**src/rtl/srr_pkg.sv**
```systemverilog
package srr_pkg;
  localparam int ADDR_W     = 5;
  localparam int A_MODE     = 0;
  localparam int A_GO       = 1;
  localparam int MASK_BASE  = 8;
  localparam int SRST_BASE  = 16;
  localparam int RDIS_BASE  = 24;
  localparam logic [1:0] MODE_AT_FRAME = 2'd1;
  // functional group base bits in the module mask
  localparam int GRP_RDMA   = 0;
  localparam int GRP_CLIP   = 15;
  localparam int GRP_SCALE  = 21;
  localparam int GRP_CTRAN  = 24;
  localparam int GRP_OVLY   = 37;
endpackage

```
**src/rtl/srr_word_bank.sv**
```systemverilog
module srr_word_bank
  import srr_pkg::*;
#(
  parameter int NUM_MOD = 64,
  parameter int DW      = 32
) (
  input  logic               clk,
  input  logic               rst,
  input  logic               wr_en,
  input  logic [ADDR_W-1:0]  wr_addr,
  input  logic [DW-1:0]      wr_data,
  input  logic               commit,
  output logic [NUM_MOD-1:0] mask_q,
  output logic [NUM_MOD-1:0] srst_q,
  output logic [NUM_MOD-1:0] rdis_q
);
  localparam int WORDS = NUM_MOD / DW;

  for (genvar w = 0; w < WORDS; w++) begin : g_word
    localparam logic [ADDR_W-1:0] AM = ADDR_W'(MASK_BASE + w);
    localparam logic [ADDR_W-1:0] AS = ADDR_W'(SRST_BASE + w);
    localparam logic [ADDR_W-1:0] AR = ADDR_W'(RDIS_BASE + w);

    always_ff @(posedge clk) begin
      if (rst) begin
        mask_q[w*DW +: DW] <= '0;
      end else if (wr_en && wr_addr == AM) begin
        mask_q[w*DW +: DW] <= wr_data;
      end
    end

    // a commit takes priority over a direct write in the same cycle
    always_ff @(posedge clk) begin
      if (rst) begin
        srst_q[w*DW +: DW] <= '0;
        rdis_q[w*DW +: DW] <= '1;
      end else if (commit) begin
        srst_q[w*DW +: DW] <= mask_q[w*DW +: DW];
        rdis_q[w*DW +: DW] <= ~mask_q[w*DW +: DW];
      end else if (wr_en) begin
        if (wr_addr == AS) srst_q[w*DW +: DW] <= wr_data;
        if (wr_addr == AR) rdis_q[w*DW +: DW] <= wr_data;
      end
    end
  end
endmodule

```
**src/rtl/srr_commit_seq.sv**
```systemverilog
module srr_commit_seq
  import srr_pkg::*;
(
  input  logic              clk,
  input  logic              rst,
  input  logic              wr_en,
  input  logic [ADDR_W-1:0] wr_addr,
  input  logic [1:0]        wr_lsb,
  input  logic              frame_end,
  output logic              go_hit,
  output logic              fire_imm,
  output logic              fire_frame,
  output logic              pending_q,
  output logic [1:0]        mode_q
);
  logic deferred;

  assign go_hit     = wr_en && (wr_addr == ADDR_W'(A_GO)) && wr_lsb[0];
  assign deferred   = (mode_q == MODE_AT_FRAME);
  assign fire_imm   = go_hit && !deferred;
  assign fire_frame = pending_q && frame_end;

  always_ff @(posedge clk) begin
    if (rst) begin
      mode_q <= 2'd0;
    end else if (wr_en && wr_addr == ADDR_W'(A_MODE)) begin
      mode_q <= wr_lsb;
    end
  end

  // repeated start writes only re-arm the single pending commit
  always_ff @(posedge clk) begin
    if (rst) begin
      pending_q <= 1'b0;
    end else if (go_hit && deferred) begin
      pending_q <= 1'b1;
    end else if (fire_frame) begin
      pending_q <= 1'b0;
    end
  end
endmodule

```
**src/rtl/srr_ctrl.sv**
```systemverilog
module srr_ctrl
  import srr_pkg::*;
#(
  parameter int NUM_MOD = 64,
  parameter int DW      = 32
) (
  input  logic               clk,
  input  logic               rst,
  input  logic               wr_en,
  input  logic [4:0]         wr_addr,
  input  logic [DW-1:0]      wr_data,
  input  logic               frame_end,
  output logic [NUM_MOD-1:0] reload_stb,
  output logic [NUM_MOD-1:0] srst_sel,
  output logic [NUM_MOD-1:0] reload_dis
);
  logic [NUM_MOD-1:0] mask_q;
  logic [NUM_MOD-1:0] srst_q;
  logic [NUM_MOD-1:0] rdis_q;
  logic [NUM_MOD-1:0] stb_q;
  logic               go_hit;
  logic               fire_imm;
  logic               fire_frame;
  logic               pending_q;
  logic [1:0]         mode_q;

  srr_word_bank #(.NUM_MOD(NUM_MOD), .DW(DW)) bank_i (
    .clk(clk), .rst(rst), .wr_en(wr_en), .wr_addr(wr_addr),
    .wr_data(wr_data), .commit(go_hit),
    .mask_q(mask_q), .srst_q(srst_q), .rdis_q(rdis_q)
  );

  srr_commit_seq seq_i (
    .clk(clk), .rst(rst), .wr_en(wr_en), .wr_addr(wr_addr),
    .wr_lsb(wr_data[1:0]), .frame_end(frame_end),
    .go_hit(go_hit), .fire_imm(fire_imm), .fire_frame(fire_frame),
    .pending_q(pending_q), .mode_q(mode_q)
  );

  always_ff @(posedge clk) begin
    if (rst) begin
      stb_q <= '0;
    end else begin
      stb_q <= (fire_imm ? mask_q : '0) | (fire_frame ? ~rdis_q : '0);
    end
  end

  assign reload_stb = stb_q;
  assign srst_sel   = srst_q;
  assign reload_dis = rdis_q;
endmodule

```
**config.mk**
```make
export PLATFORM = sky130hd
export DESIGN_NAME = srr_ctrl
export DESIGN_NICKNAME = d
export VERILOG_FILES = /design/src/rtl/srr_pkg.sv /design/src/rtl/srr_word_bank.sv /design/src/rtl/srr_commit_seq.sv /design/src/rtl/srr_ctrl.sv
export SDC_FILE = /design/constraint.sdc
export NUM_CORES = 1
export LEC_CHECK = 0
export BUFFER_PORTS_ARGS = -buffer_cell sky130_fd_sc_hd__buf_2
export CORE_MARGIN = 3
export CORE_UTILIZATION = 54
export CTS_CLUSTER_SIZE = 30
export DETAILED_ROUTE_END_ITERATION = 6
export GPL_TIMING_DRIVEN = 0
export PLACE_DENSITY = 0.8
export SKIP_CTS_REPAIR_TIMING = 1
export SYNTH_ARGS = -nofsm -noshare
export SYNTH_HDL_FRONTEND = slang
export SYNTH_SLANG_ARGS = --single-unit
export TNS_END_PERCENT = 100
```
**constraint.sdc**
```tcl
create_clock -name clk -period 1.7 [get_ports clk]
set_input_delay 0.085 -clock clk [delete_from_list [all_inputs] [get_ports clk]]
set_output_delay 0.085 -clock clk [all_outputs]
set_load 0.01 [all_outputs]
```
==> results by stage, run 1 <==
Routing:
- The count of nets left with antenna violations once routing finished came out at 0.
- The detail-routed net length per standard cell is 19.00 um.
- Using the TritonRoute via totals, the vias-per-cell ratio works out to 5.918.
- The total vias in the final route is 10487.
- The total DRC errors in the routed layout is 0.
- The first-pass detailed-route iteration total is 7.
- After detailed routing, the total wire length is 33670 um.
- The number of DRC markers after the initial detailed-route iteration is 995.

Timing:
- Based on the critical path, the design can be clocked at up to 0.6652 GHz.
- The portion of the clock cycle consumed by the worst path in the final layout is 88.43%.
- Hold timing on the final database bottoms out at a slack of -0.001929 ns.
- The number of hold violations in the final report came to 2.
- Setup repair after global routing left no endpoint under its margin.
- The final max-slew violation count is 0.
- For the final routed database, the setup TNS stands at 0 ns.
- The slew at the pin closest to its max-slew limit is 0.7285 ns.
- Counting I/O delays and the setup requirement, the final critical path takes 1.503 ns.
- The final setup skew is 0.01145 ns.
- The final count of negative-setup-slack endpoints is 0.
- The headroom to the max-slew limit is 51.43%.
- The setup slack after layout is 0.1966 ns.

Setup path:
- In this run the worst path has a maximum fanout of 10.
- Across all register-to-register paths, the minimum setup slack is 0.21 ns.
- STA classifies the critical path endpoint as a register.
- For the worst setup path, the data required time is 2.18 ns.
- The worst register-to-register path has a depth of 5.
- STA classifies the critical path startpoint as an input port.
- The endpoint arrival time on the critical path is 1.98 ns.
- The worst setup path is of the input port to register kind.

Floorplanning:
- The die width is 142.7 um.
- The effective utilization at floorplan is 55.59%.
- Measured along the y axis, the die boundary spans 142.7 um.
- The floorplan step defined a die boundary enclosing 20360 um^2.
- Pin placement for this block handled 233 I/O pins.
- After floorplanning, the core was divided into 49 placement rows.
- The placeable core area is 18150 um^2.

Clocking:
- The clock transition at the registers of the reported paths is 0.06 ns.
- The H-tree depth reported by CTS is 1.
- The TritonCTS buffer count is 26.
- CTS placed an instance of clkbuf_16 at the clock tree root.
- The maximum buffer depth of the clock tree is 3.
- The clock reaches the later pin of the worst-skew pair after 0.53 ns.
- The number of clock sinks seen by CTS is 259.
- The CTS tree is built.

Layout:
- Fill cells in the final layout number 1464.
- The library cell used most frequently in the layout, excluding fill and tap cells, is nor2_1.
- From synthesis to final layout, the design area changed by 26.31%.
- Of the cells placed in the final design, the portion with a size suffix greater than 1 is 22.53%.
- For this run, the post-layout net count is 1563.
- In the layout the commonest cells are 260 x nor2_1, 259 x dfxtp_1, 252 x buf_2.

Synth:
- The number of synthesis warnings is 0.
- The leading register cell type out of synthesis is dfxtp_1.
- The number of flops mapped to enable cells by yosys is 0.
- Counting distinct cell types in the post-synthesis netlist gives 42.
- The register bit total from synthesis is 259.
- The average instance in the mapped netlist occupies 8.215 um^2.
- The mapped netlist covers 10090 um^2.
- For this run, the register share of the synthesized area comes to 51.40%.
- Of all flip-flops after synthesis, the portion carrying an async set or reset was 0%.
- The number of standard cells after synthesis is 1228.
- Counting every net in the synthesized netlist gives 1269.

Placed design:
- The count of buffers added on input and output ports is 231.
- Routability-driven placement finished with a final weighted congestion of 0.9201.
- The pre-CTS worst setup slack is -0.3113 ns.
- The sum of net half-perimeters after detailed placement is 23590 um.

GRT:
- The maximum number of pins on one net before global-route repair is 14.
- The first-pass GRT wire length is 50960 um.
- The number of antenna violations at the first check in global routing came to 2.
- The total congestion overflow is 0.
- Global routing used 31.13% of the available tracks across all layers.
- The number of global-route vias before repair came to 9563.

Power and ir drop:
- The overall power is 12.67 mW.
- The leakage power is 4.919 nW.
- Dividing total power by cell area gives a power density of 994.3 nW/um^2.
- The maximum ir drop on the vdd rail is 751.9 uV.

Flow run:
- The reported max-cap violation count is 0.

Min path:
- The number of cells on the worst hold path is 4.
- The class of the most critical hold timing path is input port to register.

Status:
- The run finished, with violations left.
- The checks that failed: hold timing.
## worst paths after layout
check | startpoint | to
worst max-delay path | wr_addr[4] | bank_i.rdis_q[40]
worst max register to register | seq_i.pending_q | reload_stb[40]
worst min register to register | bank_i.mask_q[33] | bank_i.mask_q[33]
worst min-delay path | wr_data[0] | bank_i.mask_q[32]
## critical path, stage by stage
cell	delay, ns
buf_2	0.14
nor3b_2	0.49
nand2_1	0.49
clkbuf_1	0.36
o21ai_0	0.26
o22a_1	0.15
## logic make-up after synthesis
group / count (synthesis) / share of synthesized area (%)
buf+inv: 106 / 5.358
flops: 259 / 51.40
mux: 3 / 0.2977
compound gates: 350 / 21.49
simple gates: 510 / 21.46
## routing by layer
| layer | vias up | GRT usage (%) | wire length [um] |
|---|---|---|---|
| met2 | 668 | 50.37 | 15490 |
| met1 | 4906 | 40.78 | 13020 |
| met4 | 0 | 13.86 | 1631 |
| li1 | 4800 | - | - |
| met3 | 113 | 5.794 | 3521 |
| met5 | - | 0 | 0 |
## layout make-up
cell class                      instances  area (um^2)  share of cell area (%)
Buffer                                106        543.0                   4.262
Antenna cell                            3        7.507                 0.05892
Timing Repair Buffer                  266         1499                   11.76
Clock inverter                          7        85.08                  0.6677
Multi-Input combinational cell        863         4365                   34.26
Tap cell                              229        286.5                   2.249
Clock buffer                           39        770.7                   6.049
Sequential cell                       259         5185                   40.69
## report_power, final
group	internal (mW)	switching [mW]	total (mW)
Sequential	6.13	0.0488	6.18
Clock	3.42	2.36	5.77
Combinational	0.244	0.476	0.720
Total	9.79	2.88	12.7
## Yosys cell counts, types with 2 or more instances
library cell	instances	area, um^2
nor2b_1	2	12.51
nand2b_1	2	12.51
a21oi_1	162	810.8
a221o_1	3	30.03
buf_2	21	105.1
nor4_1	30	187.7
a211o_1	3	26.28
and2_1	2	12.51
nand4bb_1	2	22.52
buf_4	9	67.56
or3_1	2	12.51
buf_1	3	11.26
clkbuf_1	62	232.7
mux2i_1	3	30.03
dfxtp_1	259	5185
buf_6	11	123.9
o21ai_1	16	80.08
or3b_4	2	22.52
a311oi_2	20	300.3
o21ai_0	96	480.5
o22a_1	28	245.2
nor3b_2	2	25.02
nand3b_1	3	22.52
nor2_1	260	975.9
nand3_1	28	140.1
a311oi_1	13	113.9
a211oi_1	3	22.52
nand2_1	166	623.1
nor3_4	2	32.53
## through the flow
step / hold WS, ns / utilization, % / std cells / area, um^2
global placement: 0.3635 / 63.54 / 1688 / 11530
detailed placement: 0.3744 / 63.54 / 1688 / 11530
global route: 0.009987 / 70.20 / 1771 / 12740
CTS: -0.1716 / 68.26 / 1734 / 12390
finish: -0.001929 / 70.22 / 1772 / 12740
floorplan: 0.2210 / - / 1228 / 10090
## flip-flops by register name (all words and copies together) (netlist names)
| register | flops |
|---|---|
| reload_stb | 64 |
| seq_i.mode_q | 2 |
| bank_i.mask_q | 64 |
| bank_i.srst_q | 64 |
| bank_i.rdis_q | 64 |
| seq_i.pending_q | 1 |
Power figures use the tool's default switching activity.
==> run 2, diff against run 1 <==
==> constraint.sdc (replaced) <==
create_clock -name clk -period 1.7 [get_ports clk]
set_input_delay 0 -clock clk [delete_from_list [all_inputs] [get_ports clk]]
set_output_delay 0 -clock clk [all_outputs]
set_load 0.01 [all_outputs]
==> run 2 against run 1 <==
  * The flow now finishes without violations
  * Design area grew 0.16%
  * Largest cell class unchanged
  * Sequential cell count is the same
  * Hold slack gained 0.0057 ns
  * Combinational power is essentially flat
  * Maximum frequency grew 1.5%
  * Clock skew shrank 0.0044 ns
  * Clock-buffer cell count is the same
  * Critical path depth shrank 1
  * Routed wire length grew 0.25%
  * Total power is essentially flat
  * Highest routed layer unchanged
  * Largest power group unchanged
==> results by stage, run 2 (synthesized netlist as in run 1, its figures left out) <==
Setup path:
- The endpoint arrival time on the critical path is 1.87 ns (was 1.98 ns).
- The biggest cell delay along the critical path is 0.44 ns (was 0.49 ns).
- The cell class contributing the biggest share of worst-path delay was simple AND/OR/NAND/NOR gates (unchanged).
- Cell-by-cell listing of the critical path: nand2_2 -> clkbuf_1 -> nor2_1 -> a21oi_1 -> nor2_1 (was buf_2 -> nor3b_2 -> nand2_1 -> clkbuf_1 -> o21ai_0 -> o22a_1).
- The standard cell with the maximum stage delay on the critical path is clkbuf_1 (was nor3b_2).
- The critical path capture point type is a register (unchanged).
- The maximum net fanout on the critical path is 11 (was 10).
- The required time reported for the critical path endpoint is 2.09 ns (was 2.18 ns).
- Among the stages of the critical path, the cell type that occurs most often is nor2_1.
- The source of the worst register-to-register timing path is seq_i.pending_q (unchanged).
- The first element of the critical path is seq_i.pending_q (was wr_addr[4]).
- The number of buffers and inverters on the critical path is 1 (was 2).
- The startpoint type of the worst setup path was a register (was input port).
- The type of the worst setup path was register to register (was input port to register).

Placed design:
- The pre-CTS worst setup slack came to -0.2263 ns (was -0.3113 ns).
- The number of buffers inserted by port buffering is 231 (unchanged).
- The final RePlAce weighted congestion is 0.9201 (unchanged).
- The sum of net half-perimeters after detailed placement was 23590 um (unchanged).
- The placed cell area came to 11530 um^2 (unchanged).

Layout:
- Most frequent cells in the layout: 260 x nor2_1, 259 x dfxtp_1, 252 x buf_2 (unchanged).
- The register cell area after layout was 5185 um^2 (unchanged).
- The post-route cell area is 12760 um^2 (was 12740 um^2).
- The net count reported at finish is 1565 (was 1563).
- The layout cell share with drive strength beyond 1 is 22.50% (was 22.53%).
- The count of fill cells added during filler insertion is 1462 (was 1464).
- The leading cell type in the layout, fill and taps excluded is nor2_1 (unchanged).
- The area growth from synthesis to layout is 26.50% (was 26.31%).
- The final core area utilization is 70.33% (was 70.22%).
- The area occupied by multi-input gates was 4365 um^2 (unchanged).

Clocking:
- The TritonCTS buffer count was 26 (unchanged).
- The maximum buffer depth of the clock tree came to 3 (unchanged).
- The CTS tree is built (unchanged).
- The H-tree depth reported by CTS was 1 (unchanged).
- The clock latency of the later-clocked register in the worst-skew pair is 0.53 ns (about the same).
- The clock transition at the registers of the reported paths is 0.06 ns (about the same).
- The library cell used as clock root buffer is clkbuf_16 (unchanged).
- The number of clock sinks seen by CTS is 259 (unchanged).

Floorplanning:
- The number of rows created at floorplan is 49 (unchanged).
- The I/O pin total came to 233 (unchanged).
- The die width is 142.7 um (unchanged).
- The floorplan die area was 20360 um^2 (unchanged).
- The placeable core area is 18150 um^2 (unchanged).
- The chip height is 142.7 um (unchanged).
- The effective utilization at floorplan came to 55.59% (unchanged).

Routing:
- The number of routed nets with antenna violations is 0 (unchanged).
- The total routed wirelength is 33750 um (was 33670 um).
- The total DRC errors in the routed layout is 0 (unchanged).
- The detail-routed net length per standard cell was 19.03 um (was 19.00 um).
- The first-pass detailed-route iteration total is 6 (was 7).
- The detailed-route vias per instance is 5.900 (was 5.918).
- The total vias in the final route was 10466 (was 10487).
- The number of DRC markers after the initial detailed-route iteration is 879 (was 995).

Timing:
- The highest clock frequency the design can meet is 0.6752 GHz (was 0.6652 GHz).
- The final max-slew violation count is 0 (unchanged).
- The final setup skew is 0.007071 ns (was 0.01145 ns).
- The minimum clock period after layout came to 1.481 ns (was 1.503 ns).
- The number of hold violations in the final report is 0 (was 2).
- Setup repair after global routing missed its margin: false (unchanged).
- The smallest hold slack is 0.003762 ns (was -0.001929 ns).
- The setup slack after layout is 0.2190 ns (was 0.1966 ns).
- The slew at the pin closest to its max-slew limit is 0.7270 ns (was 0.7285 ns).
- The final-layout setup total negative slack is 0 ns (unchanged).
- The portion of the clock cycle consumed by the worst path in the final layout is 87.12% (was 88.43%).
- The headroom to the max-slew limit came to 51.53% (was 51.43%).
- The final count of negative-setup-slack endpoints is 0 (unchanged).

Power and ir drop:
- The leakage power is 4.927 nW (was 4.919 nW).
- The ratio of total power to cell area came to 993.5 nW/um^2 (was 994.3 nW/um^2).
- The maximum ir drop on the vdd rail is 747.0 uV (was 751.9 uV).

GRT:
- The number of global-route vias before repair is 9563 (unchanged).
- The total routing usage reported by global routing came to 31.13% (unchanged).
- The total congestion overflow is 0 (unchanged).
- The number of antenna violations at the first check in global routing is 2 (unchanged).
- The first-pass GRT wire length is 50960 um (unchanged).
- The global routing met3 resource utilization is 5.794% (unchanged).
- The global-route track usage on met2 is 50.37% (unchanged).
- The global-route met1 utilization is 40.78% (unchanged).
- The most utilized layer in the global route result is met2 (unchanged).
- The maximum number of pins on one net before global-route repair came to 14 (unchanged).

Status:
- Outcome: completed (was complete, but fails checks).

Flow run:
- The reported max-cap violation count was 0 (unchanged).

Min path:
- The startpoint of the worst hold path was wr_addr[2] (was wr_data[0]).
- The class of the most critical hold timing path is input port to register (unchanged).
==> run 2: changes by cell type in the layout (fill, tap and decap cells not counted) <==
cell / change
dlygate4sd3_1: +2
==> run 2: path summary, 6_finish.rpt <==
check	to	slack [ns]	cells after the start
hold reg to reg	bank_i.mask_q[33]	0.47	2
setup / recovery	reload_stb[40]	0.22	5
hold / removal	bank_i.mask_q[0]	0.004	5
setup reg to reg	reload_stb[40]	0.22	5
==> run 2: layout make-up <==
type | instances | area share (%)
timing repair buffer | 268 | 11.90
buffer | 106 | 4.255
tap | 229 | 2.245
antenna | 3 | 0.05882
sequential | 259 | 40.63
multi-input combinational | 863 | 34.21
clock buffer | 39 | 6.039
clock inverter | 7 | 0.6667
==> run 2: power by group <==
group	internal [mW]	switching (mW)	total (mW)
sequential	6.13	0.0492	6.18
combinational	0.247	0.476	0.723
clock	3.42	2.36	5.78
total	9.79	2.89	12.7
==> run 2: through the flow <==
step                      std cells  power, mW
after CTS                      1734      12.59
final                          1774      12.68
after global placement         1688      6.938
after detailed placement       1688      6.950
after global routing           1773      12.96
after floorplan                1228      6.647
==> run 2: worst min-delay path: stages <==
cell and delay, ns:
buf_2 0.10, or3b_4 0.17, nor4b_2 0.09, nand2_1 0.07
a21oi_1 0.05
==> run 2: layer usage <==
| metal | vias to the layer above | routed length (um) |
|---|---|---|
| li1 | 4802 | - |
| met3 | 105 | 3516 |
| met4 | 0 | 1434 |
| met2 | 674 | 15710 |
| met1 | 4885 | 13090 |
| met5 | - | 0 |
==> run 3, diff against run 2 <==
- CORE_UTILIZATION: 54 -> 55
- CTS_BUF_LIST: not set -> sky130_fd_sc_hd__clkbuf_4 sky130_fd_sc_hd__clkbuf_8
- PLACE_DENSITY: 0.8 -> 0.81
==> run 3 against run 2 <==
  * Hold slack improved by 0.019 ns
  * Highest routed layer unchanged
  * Critical endpoint is now bank_i.mask_q[0]
  * Die area fell by 1.7%
  * Design area rose by 0.41%
  * First-iteration DRC count rose by 5.6%
==> results by stage, run 3 (synthesized netlist as in run 1, its figures left out) <==
Routing:
- The met2 wirelength from detailed routing was 15430 um (was 15710 um).
- The highest metal layer used by the detailed router is met4 (unchanged).
- The total DRC errors in the routed layout was 0 (unchanged).
- The routed metal-1 wire length is 12960 um (was 13090 um).
- The number of routed nets with antenna violations was 0 (unchanged).
- The total routed wirelength is 33940 um (was 33750 um).
- The met3 wire length is 4027 um (was 3516 um).
- The detail-routed net length per standard cell is 18.91 um (was 19.03 um).
- The total vias in the final route is 10620 (was 10466).
- The first-pass detailed-route iteration total is 6 (unchanged).
- The detailed-route vias per instance is 5.916 (was 5.900).
- The number of DRC markers after the initial detailed-route iteration is 928 (was 879).

Setup path:
- The required time reported for the critical path endpoint is 2.17 ns (was 2.09 ns).
- The endpoint arrival time on the critical path is 2.03 ns (was 1.87 ns).
- The standard cell with the maximum stage delay on the critical path is nor4b_2 (was clkbuf_1).
- The startpoint type of the worst setup path is an input port (was register).
- The critical path capture point type is a register (unchanged).
- The cell class contributing the biggest share of worst-path delay was simple AND/OR/NAND/NOR gates (unchanged).
- The type of the worst setup path was input port to register (was register to register).
- The maximum net fanout on the critical path is 6 (was 11).
- Cell-by-cell listing of the critical path: buf_2 -> or3b_4 -> nor4b_2 -> dlygate4sd3_1 -> nand2_1 -> a21oi_1 (was nand2_2 -> clkbuf_1 -> nor2_1 -> a21oi_1 -> nor2_1).
- The number of buffers and inverters on the critical path is 2 (was 1).
- The first element of the critical path is wr_addr[1] (was seq_i.pending_q).
- The biggest cell delay along the critical path is 0.66 ns (was 0.44 ns).
- The source of the worst register-to-register timing path is seq_i.pending_q (unchanged).

Layout:
- The final core area utilization is 72.82% (was 70.33%).
- The area growth from synthesis to layout is 27.02% (was 26.50%).
- The leading cell type in the layout, fill and taps excluded is nor2_1 (unchanged).
- Most frequent cells in the layout: 260 x nor2_1, 259 x dfxtp_1, 252 x buf_2 (unchanged).
- The post-route cell area is 12810 um^2 (was 12760 um^2).
- The net count reported at finish is 1582 (was 1565).
- The layout cell share with drive strength beyond 1 is 24.33% (was 22.50%).
- The number of diodes added for antenna fixing came to 0 (was 3).

Status:
- Outcome: completed (unchanged).

Floorplanning:
- The I/O pin total was 233 (unchanged).
- The floorplan die area is 20000 um^2 (was 20360 um^2).
- The chip height is 141.4 um (was 142.7 um).
- The die width is 141.4 um (was 142.7 um).
- The effective utilization at floorplan was 57.33% (was 55.59%).
- The placeable core area is 17600 um^2 (was 18150 um^2).
- The number of rows created at floorplan is 48 (was 49).

Clocking:
- The number of clock sinks seen by CTS is 259 (unchanged).
- The library cell used as clock root buffer is clkbuf_8 (was clkbuf_16).
- The TritonCTS buffer count is 42 (was 26).
- The clock latency of the later-clocked register in the worst-skew pair is 0.54 ns (was 0.53 ns).
- The CTS tree is built (unchanged).
- The H-tree depth reported by CTS is 2 (was 1).
- The maximum buffer depth of the clock tree came to 3 (unchanged).
- The clock transition at the registers of the reported paths was 0.07 ns (was 0.06 ns).

GRT:
- The first-pass GRT wire length came to 51120 um (was 50960 um).
- The maximum number of pins on one net before global-route repair is 11 (was 14).
- The number of antenna violations at the first check in global routing is 0 (was 2).
- The total congestion overflow came to 0 (unchanged).
- The number of global-route vias before repair is 9440 (was 9563).
- The total routing usage reported by global routing came to 31.87% (was 31.13%).

Power and ir drop:
- The leakage power is 4.993 nW (was 4.927 nW).
- The ratio of total power to cell area is 981.4 nW/um^2 (was 993.5 nW/um^2).
- The maximum ir drop on the vdd rail is 805.6 uV (was 747.0 uV).

Timing:
- The headroom to the max-slew limit is 47.34% (was 51.53%).
- The slew at the pin closest to its max-slew limit is 0.7899 ns (was 0.7270 ns).
- The final count of negative-setup-slack endpoints is 0 (unchanged).
- The highest clock frequency the design can meet is 0.6402 GHz (was 0.6752 GHz).
- The minimum clock period after layout is 1.562 ns (was 1.481 ns).
- The portion of the clock cycle consumed by the worst path in the final layout is 91.88% (was 87.12%).
- The number of hold violations in the final report is 0 (unchanged).
- The smallest hold slack is 0.02243 ns (was 0.003762 ns).
- The setup slack after layout is 0.1380 ns (was 0.2190 ns).
- The final max-slew violation count came to 0 (unchanged).
- Setup repair after global routing missed its margin: false (unchanged).
- The final setup skew was 0.02124 ns (was 0.007071 ns).
- The final-layout setup total negative slack is 0 ns (unchanged).

Placed design:
- The pre-CTS worst setup slack was -0.1712 ns (was -0.2263 ns).
- The sum of net half-perimeters after detailed placement is 23630 um (was 23590 um).
- The final RePlAce weighted congestion is 0.9426 (was 0.9201).
- The placed cell area was 11530 um^2 (about the same).
- The number of buffers inserted by port buffering is 231 (unchanged).

Flow run:
- The reported max-cap violation count is 0 (unchanged).

Min path:
- The class of the most critical hold timing path is input port to register (unchanged).
- The startpoint of the worst hold path is wr_data[0] (was wr_addr[2]).
-- run 3: changes by cell type in the layout (fill, tap and decap cells not counted), moves of 2 or more --
cell / delta
clkbuf_8: +52
clkbuf_16: -27
clkbuf_4: +13
clkbuf_1: -8
diode_2: -3
bufinv_16: -2
clkinv_2: -2
-- run 3: final cells by class --
| class | instances | area (um^2) |
|---|---|---|
| Buffer | 106 | 544.3 |
| Multi-Input combinational cell | 863 | 4365 |
| Clock buffer | 70 | 882.1 |
| Clock inverter | 3 | 15.01 |
| Fill cell | 1420 | 4782 |
| Tap cell | 225 | 281.5 |
| Sequential cell | 259 | 5185 |
| Timing Repair Buffer | 269 | 1541 |
-- run 3: tightest hold or removal path, cell delays in order --
cell and delay (ns):
buf_2 0.10, buf_4 0.14, o41a_1 0.14, mux2i_1 0.07, nor2_1 0.08
-- run 3: report_power, final --
| part | internal, mW | leakage [nW] | switching, mW |
|---|---|---|---|
| Sequential | 6.13 | 2.09 | 0.0493 |
| Combinational | 0.247 | 2.42 | 0.475 |
| Clock | 3.25 | 0.481 | 2.42 |
-- run 3: layer usage --
| metal | track usage [%] | up-vias |
|---|---|---|
| met5 | 0 | - |
| met4 | 13.99 | 0 |
| met3 | 7.853 | 112 |
| met2 | 49.79 | 717 |
| met1 | 42.16 | 4942 |
| li1 | - | 4849 |
-- run 3: per-stage QoR --
stage | power (mW) | instances
2_1_floorplan | 6.647 | 1228
3_3_place_gp | 6.936 | 1684
3_5_place_dp | 6.947 | 1684
4_1_cts | 12.52 | 1757
5_1_grt | 12.97 | 1795
6_report | 12.58 | 1795
-- run 3: worst paths after layout --
check | depth (start not counted) | endpoint | slack (ns)
setup reg to reg | 5 | reload_stb[50] | 0.23
hold / removal | 5 | bank_i.srst_q[0] | 0.02
setup / recovery | 6 | bank_i.mask_q[0] | 0.14
hold reg to reg | 2 | bank_i.mask_q[33] | 0.48
